==> src/rtl/coh_pkg.sv <==
package coh_pkg;

  typedef enum logic [1:0] {
    MODE_MEI_MESI = 2'd0,
    MODE_MSI_MESI = 2'd1,
    MODE_PASS     = 2'd2
  } coh_mode_e;

  localparam logic [1:0] BT_IDLE  = 2'b00;
  localparam logic [1:0] BT_READ  = 2'b01;
  localparam logic [1:0] BT_RWITM = 2'b10;
  localparam logic [1:0] BT_WB    = 2'b11;

  // Snoop type seen by the local cache for a given bus type.
  function automatic logic [1:0] xlate_type(coh_mode_e m, logic [1:0] t);
    logic [1:0] r;
    r = t;
    if (m == MODE_MEI_MESI && t == BT_READ) r = BT_RWITM;
    return r;
  endfunction

  // Shared level sampled by the local cache.
  function automatic logic shared_view(coh_mode_e m, logic is_fill, logic bus_sh);
    logic r;
    r = bus_sh;
    if (is_fill) begin
      case (m)
        MODE_MEI_MESI: r = 1'b0;
        MODE_MSI_MESI: r = 1'b1;
        default:       r = bus_sh;
      endcase
    end
    return r;
  endfunction

endpackage

==> src/rtl/coh_snoop_xlate.sv <==
module coh_snoop_xlate
  import coh_pkg::*;
#(
  parameter coh_mode_e MODE = MODE_MEI_MESI,
  parameter int        AW   = 16
) (
  input  logic          clk,
  input  logic          rst_n,
  input  logic          bus_valid,
  input  logic [1:0]    bus_type,
  input  logic [AW-1:0] bus_addr,
  output logic          snp_valid,
  output logic [1:0]    snp_type,
  output logic [AW-1:0] snp_addr
);

  logic capture;
  assign capture = bus_valid && (bus_type != BT_IDLE);

  always_ff @(posedge clk) begin
    if (!rst_n) begin
      snp_valid <= 1'b0;
      snp_type  <= BT_IDLE;
      snp_addr  <= '0;
    end else begin
      snp_valid <= capture;
      if (capture) begin
        snp_type <= xlate_type(MODE, bus_type);
        snp_addr <= bus_addr;
      end
    end
  end

  AST_SNP_LATENCY: assert property (@(posedge clk) disable iff (!rst_n)
    capture |=> (snp_valid && snp_addr == $past(bus_addr)));
  AST_SNP_IDLE: assert property (@(posedge clk) disable iff (!rst_n)
    !capture |=> !snp_valid);

  generate
    if (MODE == MODE_MEI_MESI) begin : g_conv
      AST_NO_READ_SNOOP: assert property (@(posedge clk) disable iff (!rst_n)
        snp_valid |-> (snp_type != BT_READ));
    end else begin : g_keep
      AST_TYPE_KEEP: assert property (@(posedge clk) disable iff (!rst_n)
        capture |=> (snp_type == $past(bus_type)));
    end
  endgenerate

endmodule

==> src/rtl/coh_shared_ctl.sv <==
module coh_shared_ctl
  import coh_pkg::*;
#(
  parameter coh_mode_e MODE = MODE_MEI_MESI
) (
  input  logic       lcl_req_valid,
  input  logic [1:0] lcl_req_type,
  input  logic       bus_shared_in,
  output logic       read_fill,
  output logic       lcl_shared
);

  assign read_fill  = lcl_req_valid && (lcl_req_type == BT_READ);
  assign lcl_shared = shared_view(MODE, read_fill, bus_shared_in);

endmodule

==> src/rtl/coh_retry_trk.sv <==
module coh_retry_trk
  import coh_pkg::*;
#(
  parameter int AW = 16
) (
  input  logic          clk,
  input  logic          rst_n,
  input  logic          snp_valid,
  input  logic [AW-1:0] snp_addr,
  input  logic          lcl_hitm,
  input  logic          lcl_req_valid,
  input  logic [1:0]    lcl_req_type,
  input  logic [AW-1:0] lcl_req_addr,
  output logic          pend_set,
  output logic          wb_fire,
  output logic          bus_retry
);

  logic          pend_q;
  logic [AW-1:0] pend_addr_q;
  logic          wb_other;

  assign pend_set = snp_valid && lcl_hitm;
  assign wb_fire  = pend_q && lcl_req_valid && (lcl_req_type == BT_WB)
                    && (lcl_req_addr == pend_addr_q);
  assign wb_other = pend_q && lcl_req_valid && !wb_fire;
  assign bus_retry = pend_q || pend_set;

  always_ff @(posedge clk) begin
    if (!rst_n) begin
      pend_q      <= 1'b0;
      pend_addr_q <= '0;
    end else if (pend_set) begin
      pend_q      <= 1'b1;
      pend_addr_q <= snp_addr;
    end else if (wb_fire) begin
      pend_q      <= 1'b0;
    end
  end

  AST_RETRY_HOLD: assert property (@(posedge clk) disable iff (!rst_n)
    (bus_retry && !wb_fire) |=> bus_retry);
  AST_RETRY_RELEASE: assert property (@(posedge clk) disable iff (!rst_n)
    $fell(bus_retry) |-> $past(wb_fire));
  AST_WB_MISMATCH: assert property (@(posedge clk) disable iff (!rst_n)
    wb_other |=> bus_retry);
  AST_COLLIDE: assert property (@(posedge clk) disable iff (!rst_n)
    (pend_set && wb_fire) |=> bus_retry);

endmodule

==> src/rtl/coh_wrap.sv <==
module coh_wrap
  import coh_pkg::*;
#(
  parameter coh_mode_e MODE = MODE_MEI_MESI,
  parameter int        AW   = 16
) (
  input  logic          clk,
  input  logic          rst_n,
  input  logic          bus_valid,
  input  logic [1:0]    bus_type,
  input  logic [AW-1:0] bus_addr,
  input  logic          bus_shared_in,
  output logic          bus_retry,
  output logic          snp_valid,
  output logic [1:0]    snp_type,
  output logic [AW-1:0] snp_addr,
  input  logic          lcl_hitm,
  output logic          lcl_shared,
  input  logic          lcl_req_valid,
  input  logic [1:0]    lcl_req_type,
  input  logic [AW-1:0] lcl_req_addr
);

  logic read_fill;
  logic pend_set;
  logic wb_fire;

  coh_snoop_xlate #(.MODE(MODE), .AW(AW)) u_xlate (
    .clk       (clk),
    .rst_n     (rst_n),
    .bus_valid (bus_valid),
    .bus_type  (bus_type),
    .bus_addr  (bus_addr),
    .snp_valid (snp_valid),
    .snp_type  (snp_type),
    .snp_addr  (snp_addr)
  );

  coh_shared_ctl #(.MODE(MODE)) u_shared (
    .lcl_req_valid (lcl_req_valid),
    .lcl_req_type  (lcl_req_type),
    .bus_shared_in (bus_shared_in),
    .read_fill     (read_fill),
    .lcl_shared    (lcl_shared)
  );

  coh_retry_trk #(.AW(AW)) u_retry (
    .clk           (clk),
    .rst_n         (rst_n),
    .snp_valid     (snp_valid),
    .snp_addr      (snp_addr),
    .lcl_hitm      (lcl_hitm),
    .lcl_req_valid (lcl_req_valid),
    .lcl_req_type  (lcl_req_type),
    .lcl_req_addr  (lcl_req_addr),
    .pend_set      (pend_set),
    .wb_fire       (wb_fire),
    .bus_retry     (bus_retry)
  );

  AST_RESET_QUIET: assert property (@(posedge clk)
    !rst_n |=> (!snp_valid && !bus_retry));
  AST_HITM_RETRY: assert property (@(posedge clk) disable iff (!rst_n)
    pend_set |-> bus_retry);

  generate
    if (MODE == MODE_MSI_MESI) begin : g_msi
      AST_SHARED_FORCED_HI: assert property (@(posedge clk) disable iff (!rst_n)
        read_fill |-> lcl_shared);
    end else if (MODE == MODE_MEI_MESI) begin : g_mei
      AST_SHARED_FORCED_LO: assert property (@(posedge clk) disable iff (!rst_n)
        read_fill |-> !lcl_shared);
    end
  endgenerate

  AST_SHARED_FOLLOW: assert property (@(posedge clk) disable iff (!rst_n)
    (!read_fill || MODE == MODE_PASS) |-> (lcl_shared == bus_shared_in));

endmodule

==> config.mk <==
export PLATFORM = sky130hd
export DESIGN_NAME = coh_wrap
export DESIGN_NICKNAME = d
export VERILOG_FILES = /design/src/rtl/coh_pkg.sv /design/src/rtl/coh_snoop_xlate.sv /design/src/rtl/coh_shared_ctl.sv /design/src/rtl/coh_retry_trk.sv /design/src/rtl/coh_wrap.sv
export SDC_FILE = /design/constraint.sdc
export NUM_CORES = 1
export LEC_CHECK = 0
export CAP_MARGIN = 20
export CORE_UTILIZATION = 25
export CTS_BUF_LIST = sky130_fd_sc_hd__clkbuf_4 sky130_fd_sc_hd__clkbuf_8
export DETAILED_ROUTE_END_ITERATION = 10
export SYNTH_ARGS = -nofsm -noshare
export SYNTH_HDL_FRONTEND = slang
export SYNTH_SLANG_ARGS = --single-unit
==> constraint.sdc <==
create_clock -name clk -period 1.19 [get_ports clk]
set_input_delay 0.2975 -clock clk [delete_from_list [all_inputs] [get_ports clk]]
set_output_delay 0.2975 -clock clk [all_outputs]
set_load 0.01 [all_outputs]
== Word level (Yosys, flattened, before mapping) ==
Cells that the tools add are included.

* Flip-flop bits (word level): 36
* Input bits: 42
* Output and inout bits: 21
* Logic and storage cells: 22

* Eq/ne operators: 4
* Multiplexer cells: 4
* Reduce and logical (&&, ||, !) cells: 9

{| class="wikitable"
|+ Operator list
! operator !! count
|-
| $eq 16x16->1 || 1
|-
| $logic_and 1x1->1 || 6
|-
| $eq 2x1->1 const B || 2
|-
| $reduce_bool 2->1 || 2
|-
| $mux 1 || 3
|-
| $eq 2x2->1 const B || 1
|-
| $mux 2 || 1
|-
| $logic_or 1x1->1 || 1
|}

== Logic depth before layout (Yosys ltp) ==
Gate-level depths: netlist of the first run.

* Word-level depth: 5
* Mapped depth: 5
* Depth with buffers taken out: 4

== By module ==
A second synthesis of the first run with hierarchy kept.

* Cell total of the unflattened synthesis: 185
* Area, all modules: 1,627.8 µm²

{| class="wikitable"
|+ By module, submodules not included
! module !! instances !! cells each !! area each (µm²) !! sequential area each (µm²)
|-
| coh_retry_trk || 1 || 103 || 864.6 || 340.3
|-
| coh_snoop_xlate || 1 || 79 || 748.2 || 380.4
|-
| coh_shared_ctl || 1 || 3 || 15.0 || 0.0
|}

== Worst setup path after synthesis of the first run ==
OpenSTA, ideal clock, no wires.

* Path kind: register -> register
* Start point: register u_xlate.snp_valid
* End point: register u_retry.pend_addr_q[10]
* Setup time: 0.076 ns
* Arrival: 0.930 ns
* Data required time: 1.114 ns
* Setup slack: 0.185 ns
* Stages on the path, launching flop included: 6
* Path buffers: 2
* Period minus slack after synthesis: 1.005 ns
* Path through: dfxtp_1 > and2_1 > buf_4 > buf_6 > nand2_1 > a21boi_0

* Longest elaborated chain between the ends: 1

{| class="wikitable"
|+ Ends and longest elaborated chain
! what !! line !! text
|-
| from (decl) || coh_snoop_xlate.sv:12 || <nowiki>output logic snp_valid,</nowiki>
|-
| from (signal assigned) || coh_snoop_xlate.sv:26 || <nowiki>snp_valid <= capture;</nowiki>
|-
| $logic_and 1x1->1 || coh_retry_trk.sv:23 || <nowiki>assign pend_set = snp_valid && lcl_hitm;</nowiki>
|-
| to (signal assigned) || coh_retry_trk.sv:35 || <nowiki>pend_addr_q <= snp_addr;</nowiki>
|-
| to (decl) || coh_retry_trk.sv:20 || <nowiki>logic [AW-1:0] pend_addr_q;</nowiki>
|}

No other way between the ends.
A chain may end at the register's enable or synchronous reset.

== Worst setup path after layout of the first run ==
* Start point: register u_xlate.snp_valid
* End point: output port bus_retry

* Longest elaborated chain between the ends: 2

{| class="wikitable"
|+ Ends and longest elaborated chain
! what !! line !! text
|-
| $logic_and 1x1->1 || coh_retry_trk.sv:23 ||
|-
| $logic_or 1x1->1 || coh_retry_trk.sv:27 || <nowiki>assign bus_retry = pend_q || pend_set;</nowiki>
|-
| to (decl) || coh_wrap.sv:13 || <nowiki>output logic bus_retry,</nowiki>
|}

No other way between the ends.

==> run summary, run 1 <==
Global-route wire length before repair - 6285 um
Largest net degree at the start of global routing - 37
Required @ worst endpoint - 0.89 ns
Final hold vios - 0
Routed length per instance - 11.37 um
Worst hold path type - in -> reg
Clk pin slew, worst setup/hold paths - 0.07 ns
Post-route ant nets - 0
Final Net Count - 310
Clock Tree Buf Depth - 2
Htree depth - 2
Leak - 0.001065 uW
Crit path capture type - output port
DR iter-0 viols - 62
Max-Cap Viols - 0
Vias per cell - 4.128
Critical path origin - u_xlate.snp_valid
Most area-hungry cell type in the Yosys netlist - dfxtp_1
Starting density of the core - 0.2634
Die Y - 81.44 um
Mean Syn Cell Area - 8.914 um^2
Sequential share of the synthesized area - 0.4568
TNS Setup - 0 ns
Post-synth EDFFs - 0
# rows - 28
Headroom to the max-slew limit - 0.8464
Initial antenna violation count - 0
Final Max Slew Viols - 0
Final HPWL DP - 3001 um
Die Wd - 81.44 um
Synth area leaders - dfxtp_1 46%, nand2_1 16%, a21boi_0 10%, xnor2_1 7.8%, a21boi_2 5.7%
Port bufs - 62
Status - finished clean
Fmax - 856.3 MHz
Routed via count - 1,420
Reg2reg end - u_retry.pend_q
Clk_skew - 0.002136 ns
Synth warn - 0
Clk root buf - clkbuf_8
Total CTS buffers - 5
Main synth FF type - dfxtp_1
Final instance area - 2534 um^2
GRT Util Overall - 0.1285
CTS Sinks - 36
Adder-Cell Fraction of Synth Area - 0
VDD IR max - 0.4856 mV
Crit path DAT - 0.87 ns
Crit Path Class - reg -> out
Most numerous cell in the Yosys netlist - nand2_1
Synth-to-layout area growth - 60.59%
CP Launch Type - register
Post-Synth XOR/XNOR Area - 0.08882
DRC errors left - 0
Async set-or-reset flop fraction in the synthesized netlist - 0
Yosys cell types - 24
FF-to-FF path depth - 4
Worst setup path endpoint - bus_retry
Final wirelength - 3911 um
Placed Area - 2454 um^2
Antenna diodes - 0
Largest family of logic cells by synthesized area - compound AO/OA/AOI/OAI gates
Simple-gate area share of the yosys netlist - 0.2014
RSZ-0062 raised after global routing - yes
Yosys reg bits - 36
Syn nets - 219
Final period util - 0.9814
Reg2reg start - u_retry.pend_addr_q[13]
GPL Wtd Cong - 0.7431
Synth top area share - 0.4568
Crit-path max FO - 2
Period minus WS final - 1.168 ns
Most frequent cells after synthesis - 67 x nand2_1, 36 x dfxtp_1, 21 x a21boi_0, 14 x xnor2_1, 8 x a21boi_2
Clock Latency Late Sink - 0.27 ns
Pre-antenna DRT Iters - 4
Layout cells sized above 1 - 0.2788
Die area - 6632 um^2
Cells after Synth - 177
Post-Syn Area - 1578 um^2
I/O pin total - 63
Number of global-route vias before repair - 1,355
Core area - 5991 um^2
PwrDens - 1045 nW/um^2
Global route overflow - 0
R2R Setup Slk - 0.11 ns
Mux share of post-synthesis cell area - 0
Endpoints failing setup - 0
Compound-Gate Fraction of Synth Area - 0.2062
Worst slew pin tran - 0.2285 ns
CTS tree - built
[flip-flops by register name, summed over array words and instances (netlist names)]
register	count
u_retry.pend_addr_q	16
u_xlate.snp_addr	16
u_xlate.snp_type	2
u_retry.pend_q	1
u_xlate.snp_valid	1
[metal layers]
layer  vias to the layer above  wire (um)  global-route usage
met2                        40       1869              0.2050
met3                         2        262             0.04333
met4                         0         24             0.04286
li1                        761          -                   -
met1                       617       1754              0.1612
met5                         -          0                   0
[metrics by stage]
| stage | std cells | util | power (uW) | worst slack [ns] | hold slack [ns] |
|---|---|---|---|---|---|
| 6_report | 344 | 0.4229 | 2647 | 0.02217 | 0.3779 |
| 5_1_grt | 344 | 0.4229 | 2800 | -0.02618 | 0.3871 |
| 4_1_cts | 344 | 0.4277 | 2715 | -0.03966 | 0.4630 |
| 3_5_place_dp | 333 | 0.4096 | 1809 | -0.6244 | 0.4527 |
| 3_3_place_gp | 333 | 0.4096 | 1807 | -0.6108 | 0.4536 |
| 2_1_floorplan | 177 | - | 1481 | 0.1848 | 0.4324 |
[kinds of logic after synthesis]
kind of cell              Yosys count
and+or+nand+nor                    78
AOI/OAI and AO/OA                  38
DFF                                36
xor gates and xnor gates           16
buffers and inverters               9
[placed cells by master (no fill, tap or decap), types with 2 or more instances in the layout]
cell type	instances
buf_12	2
clkbuf_2	17
nand4_1	3
a21boi_1	6
buf_6	2
dlygate4sd2_1	10
clkdlybuf4s50_1	23
o21a_1	3
xnor2_1	14
xor2_1	2
dlymetal6s2s_1	8
clkbuf_8	6
a21boi_2	8
dfxtp_1	35
nand3_1	2
a21boi_0	19
clkbuf_4	2
buf_4	28
nand2_1	67
[power by group]
group	leakage (uW)	internal, uW	switching [uW]
clock	0.0000523	517	387
combinational	0.000719	283	187
sequential	0.000294	1250	24.1
total	0.00107	2050	597
[how the worst min path moves through the flow]
| stage | startpoint | to | slack (ns) | cells after the start |
|---|---|---|---|---|
| finish | bus_type[0] | u_xlate.snp_type[0] | 0.38 | 3 |
| global route | bus_type[0] | u_xlate.snp_type[0] | 0.39 | 3 |
| CTS | u_xlate.snp_type[0] | u_xlate.snp_type[0] | 0.46 | 2 |
| detailed placement | u_xlate.snp_type[0] | u_xlate.snp_type[0] | 0.45 | 2 |
| global placement | u_xlate.snp_type[1] | u_xlate.snp_type[1] | 0.45 | 1 |
| floorplan | bus_addr[15] | u_xlate.snp_addr[15] | 0.43 | 2 |
[critical path: stages, from the launching register on]
cell      delay [ns]
dfxtp_2         0.33
nand2_4         0.09
nand2b_4        0.06
buf_6           0.11
[cell type report]
class | count | area, um^2
multi-input cells | 132 | 814.5
flip-flops and latches | 36 | 721.9
well taps | 75 | 93.84
fillers | 626 | 3457
repair buffers | 93 | 805.8
clock buffers | 8 | 97.59
[repair_timing]
item,4_1_cts,5_1_grt
setup buffers,3,0
endpoints found under the setup margin,22,38
pin swaps,12,8
resized for setup,61,34
cloned,0,0
hold buffers,0,0
Note: power is estimated with default switching activity, not from simulation.
==> run 2, diff against run 1 <==
--- a/config.mk
+++ b/config.mk
@@ -6,6 +6,7 @@
 export NUM_CORES = 1
 export LEC_CHECK = 0
 export CAP_MARGIN = 20
+export CORE_ASPECT_RATIO = 1.2
 export CORE_UTILIZATION = 25
 export CTS_BUF_LIST = sky130_fd_sc_hd__clkbuf_4 sky130_fd_sc_hd__clkbuf_8
 export DETAILED_ROUTE_END_ITERATION = 10
==> run summary, run 2 (same netlist as run 1, synthesis figures left out) <==
Finished Layout Cells - 347
Die Wd - 74.52 um
Hold Worst Slack - 0.3569 ns
Clk pin slew, worst setup/hold paths - 0.07 ns
I/O pin total - 63
Leak - 0.0009973 uW
Headroom to the max-slew limit - 0.8523
Initial antenna violation count - 0
Worst hold path type - in -> reg
DRC errors left - 0
Slowest cell delay on critical path - 0.34 ns
Reg2reg start - u_xlate.snp_valid
CP Cell Sequence - nand2_2 -> nand2b_1 -> buf_2
Final period util - 1.008
Failing checks - setup timing
Crit path max-delay cell type - dfxtp_2
GRT Util Overall - 0.1256
RSZ-0062 raised after global routing - yes
Crit Path Class - reg -> out
Fmax - 833.6 MHz
Most frequent cells in the layout - 67 x nand2_1, 33 x dfxtp_1, 31 x clkdlybuf4s50_1, 23 x buf_4, 19 x a21boi_0
Die Y - 89.03 um
Final wirelength - 3972 um
Final hold vios - 0
Total CTS buffers - 5
Worst Hold End - u_xlate.snp_type[0]
Crit path capture type - output port
Crit path DAT - 0.90 ns
Crit-path max FO - 2
Final Net Count - 306
Tot Pwr - 2821 uW
Pre-CTS setup slack - -0.6017 ns
PwrDens - 1115 nW/um^2
Synth-to-layout area growth - 60.43%
Worst hold start - bus_type[0]
Routed via count - 1,403
Pre-antenna DRT Iters - 4
Final HPWL DP - 2964 um
Die area - 6634 um^2
GPL Wtd Cong - 0.6937
Commonest non-fill, non-tap cell in the layout - nand2_1
CTS Sinks - 36
Status - finished with violations
Vias per cell - 4.043
Period minus WS final - 1.200 ns
Inst Count DP - 338
CP Launch Type - register
Max-Cap Viols - 0
Global-route wire length before repair - 6106 um
Clock Latency Late Sink - 0.29 ns
# rows - 31
Global route overflow - 0
Clk_skew - 0.004615 ns
Final Max Slew Viols - 0
Core area - 6051 um^2
Final WS setup - -0.009552 ns
Largest net degree at the start of global routing - 37
CTS tree - built
VDD IR max - 0.5807 mV
FF-to-FF path depth - 5
Biggest regs - u_retry.pend_addr_q: 16 flops, u_xlate.snp_addr: 16 flops, u_xlate.snp_type: 2 flops
Bufs and invs on worst path - 1
Post-route ant nets - 0
Clock Tree Buf Depth - 2
Reg2reg end - u_retry.pend_q
Starting density of the core - 0.2608
Routed length per instance - 11.45 um
Worst slew pin tran - 0.2197 ns
Endpoints failing setup - 1
R2R Setup Slk - 0.06 ns
Layout cells sized above 1 - 0.2792
Hold depth - 3
Port bufs - 62
DR iter-0 viols - 49
Delay-heaviest family, CP - flip-flops
Antenna diodes - 0
Required @ worst endpoint - 0.89 ns
Hold_buf cts - 0
Clk root buf - clkbuf_8
Number of global-route vias before repair - 1,302
Final core utilization - 0.4183
Htree depth - 2
run 2: worst max-delay path by stage:
stage                                    to  cells past startpoint         startpoint  slack (ns)
floorplan           u_retry.pend_addr_q[10]                      5  u_xlate.snp_valid        0.18
global placement                  bus_retry                      4           lcl_hitm       -0.60
detailed placement                bus_retry                      4           lcl_hitm       -0.60
CTS                               bus_retry                      2     u_retry.pend_q       -0.02
global route                      bus_retry                      3  u_xlate.snp_valid       -0.07
finish                            bus_retry                      3  u_xlate.snp_valid       -0.01
run 2: what timing repair did:
item                                    CTS  global route
resized for setup                        65            24
endpoints found under the setup margin   22            39
setup buffers                             1             0
pin swaps                                 8             4
hold endpoints to repair                  0             0
run 2: worst reg2reg max path: stages (launching register included):
cell and delay, ns:
dfxtp_2 0.33, nand2_2 0.06, buf_4 0.21, nand3_1 0.11, nor4_2 0.16, a41oi_1 0.14
run 2: power breakdown:
group / leakage [uW] / switching (uW) / internal (uW) / total, uW
Sequential: 0.000295 / 22.7 / 1250 / 1270
Clock: 0.0000541 / 453 / 620 / 1070
Combinational: 0.000649 / 189 / 289 / 477
run 2: per-layer routing:
layer | share of wire | GRT usage | routed length, um | up-vias
met2 | 0.49 | 0.2031 | 1960 | 29
met4 | 0.017 | 0.06175 | 68 | 0
met5 | 0 | 0 | 0 | -
li1 | - | - | - | 751
met1 | 0.45 | 0.1531 | 1793 | 618
met3 | 0.038 | 0.03382 | 149 | 5
run 2: layout make-up:
cell class	count	area [um^2]
timing repair buffer	89	783.3
clock inverter	3	42.54
multi-input combinational	132	809.5
fill	656	3520
sequential	36	724.4
clock buffer	5	68.82
tap	82	102.6
run 2: metrics by stage:
| step | instance area, um^2 | TNS [ns] |
|---|---|---|
| 2_1_floorplan | 1578 | 0 |
| 3_3_place_gp | 2472 | -9.366 |
| 3_5_place_dp | 2472 | -10.22 |
| 4_1_cts | 2597 | -0.02329 |
| 5_1_grt | 2531 | -0.1100 |
| 6_report | 2531 | -0.009552 |
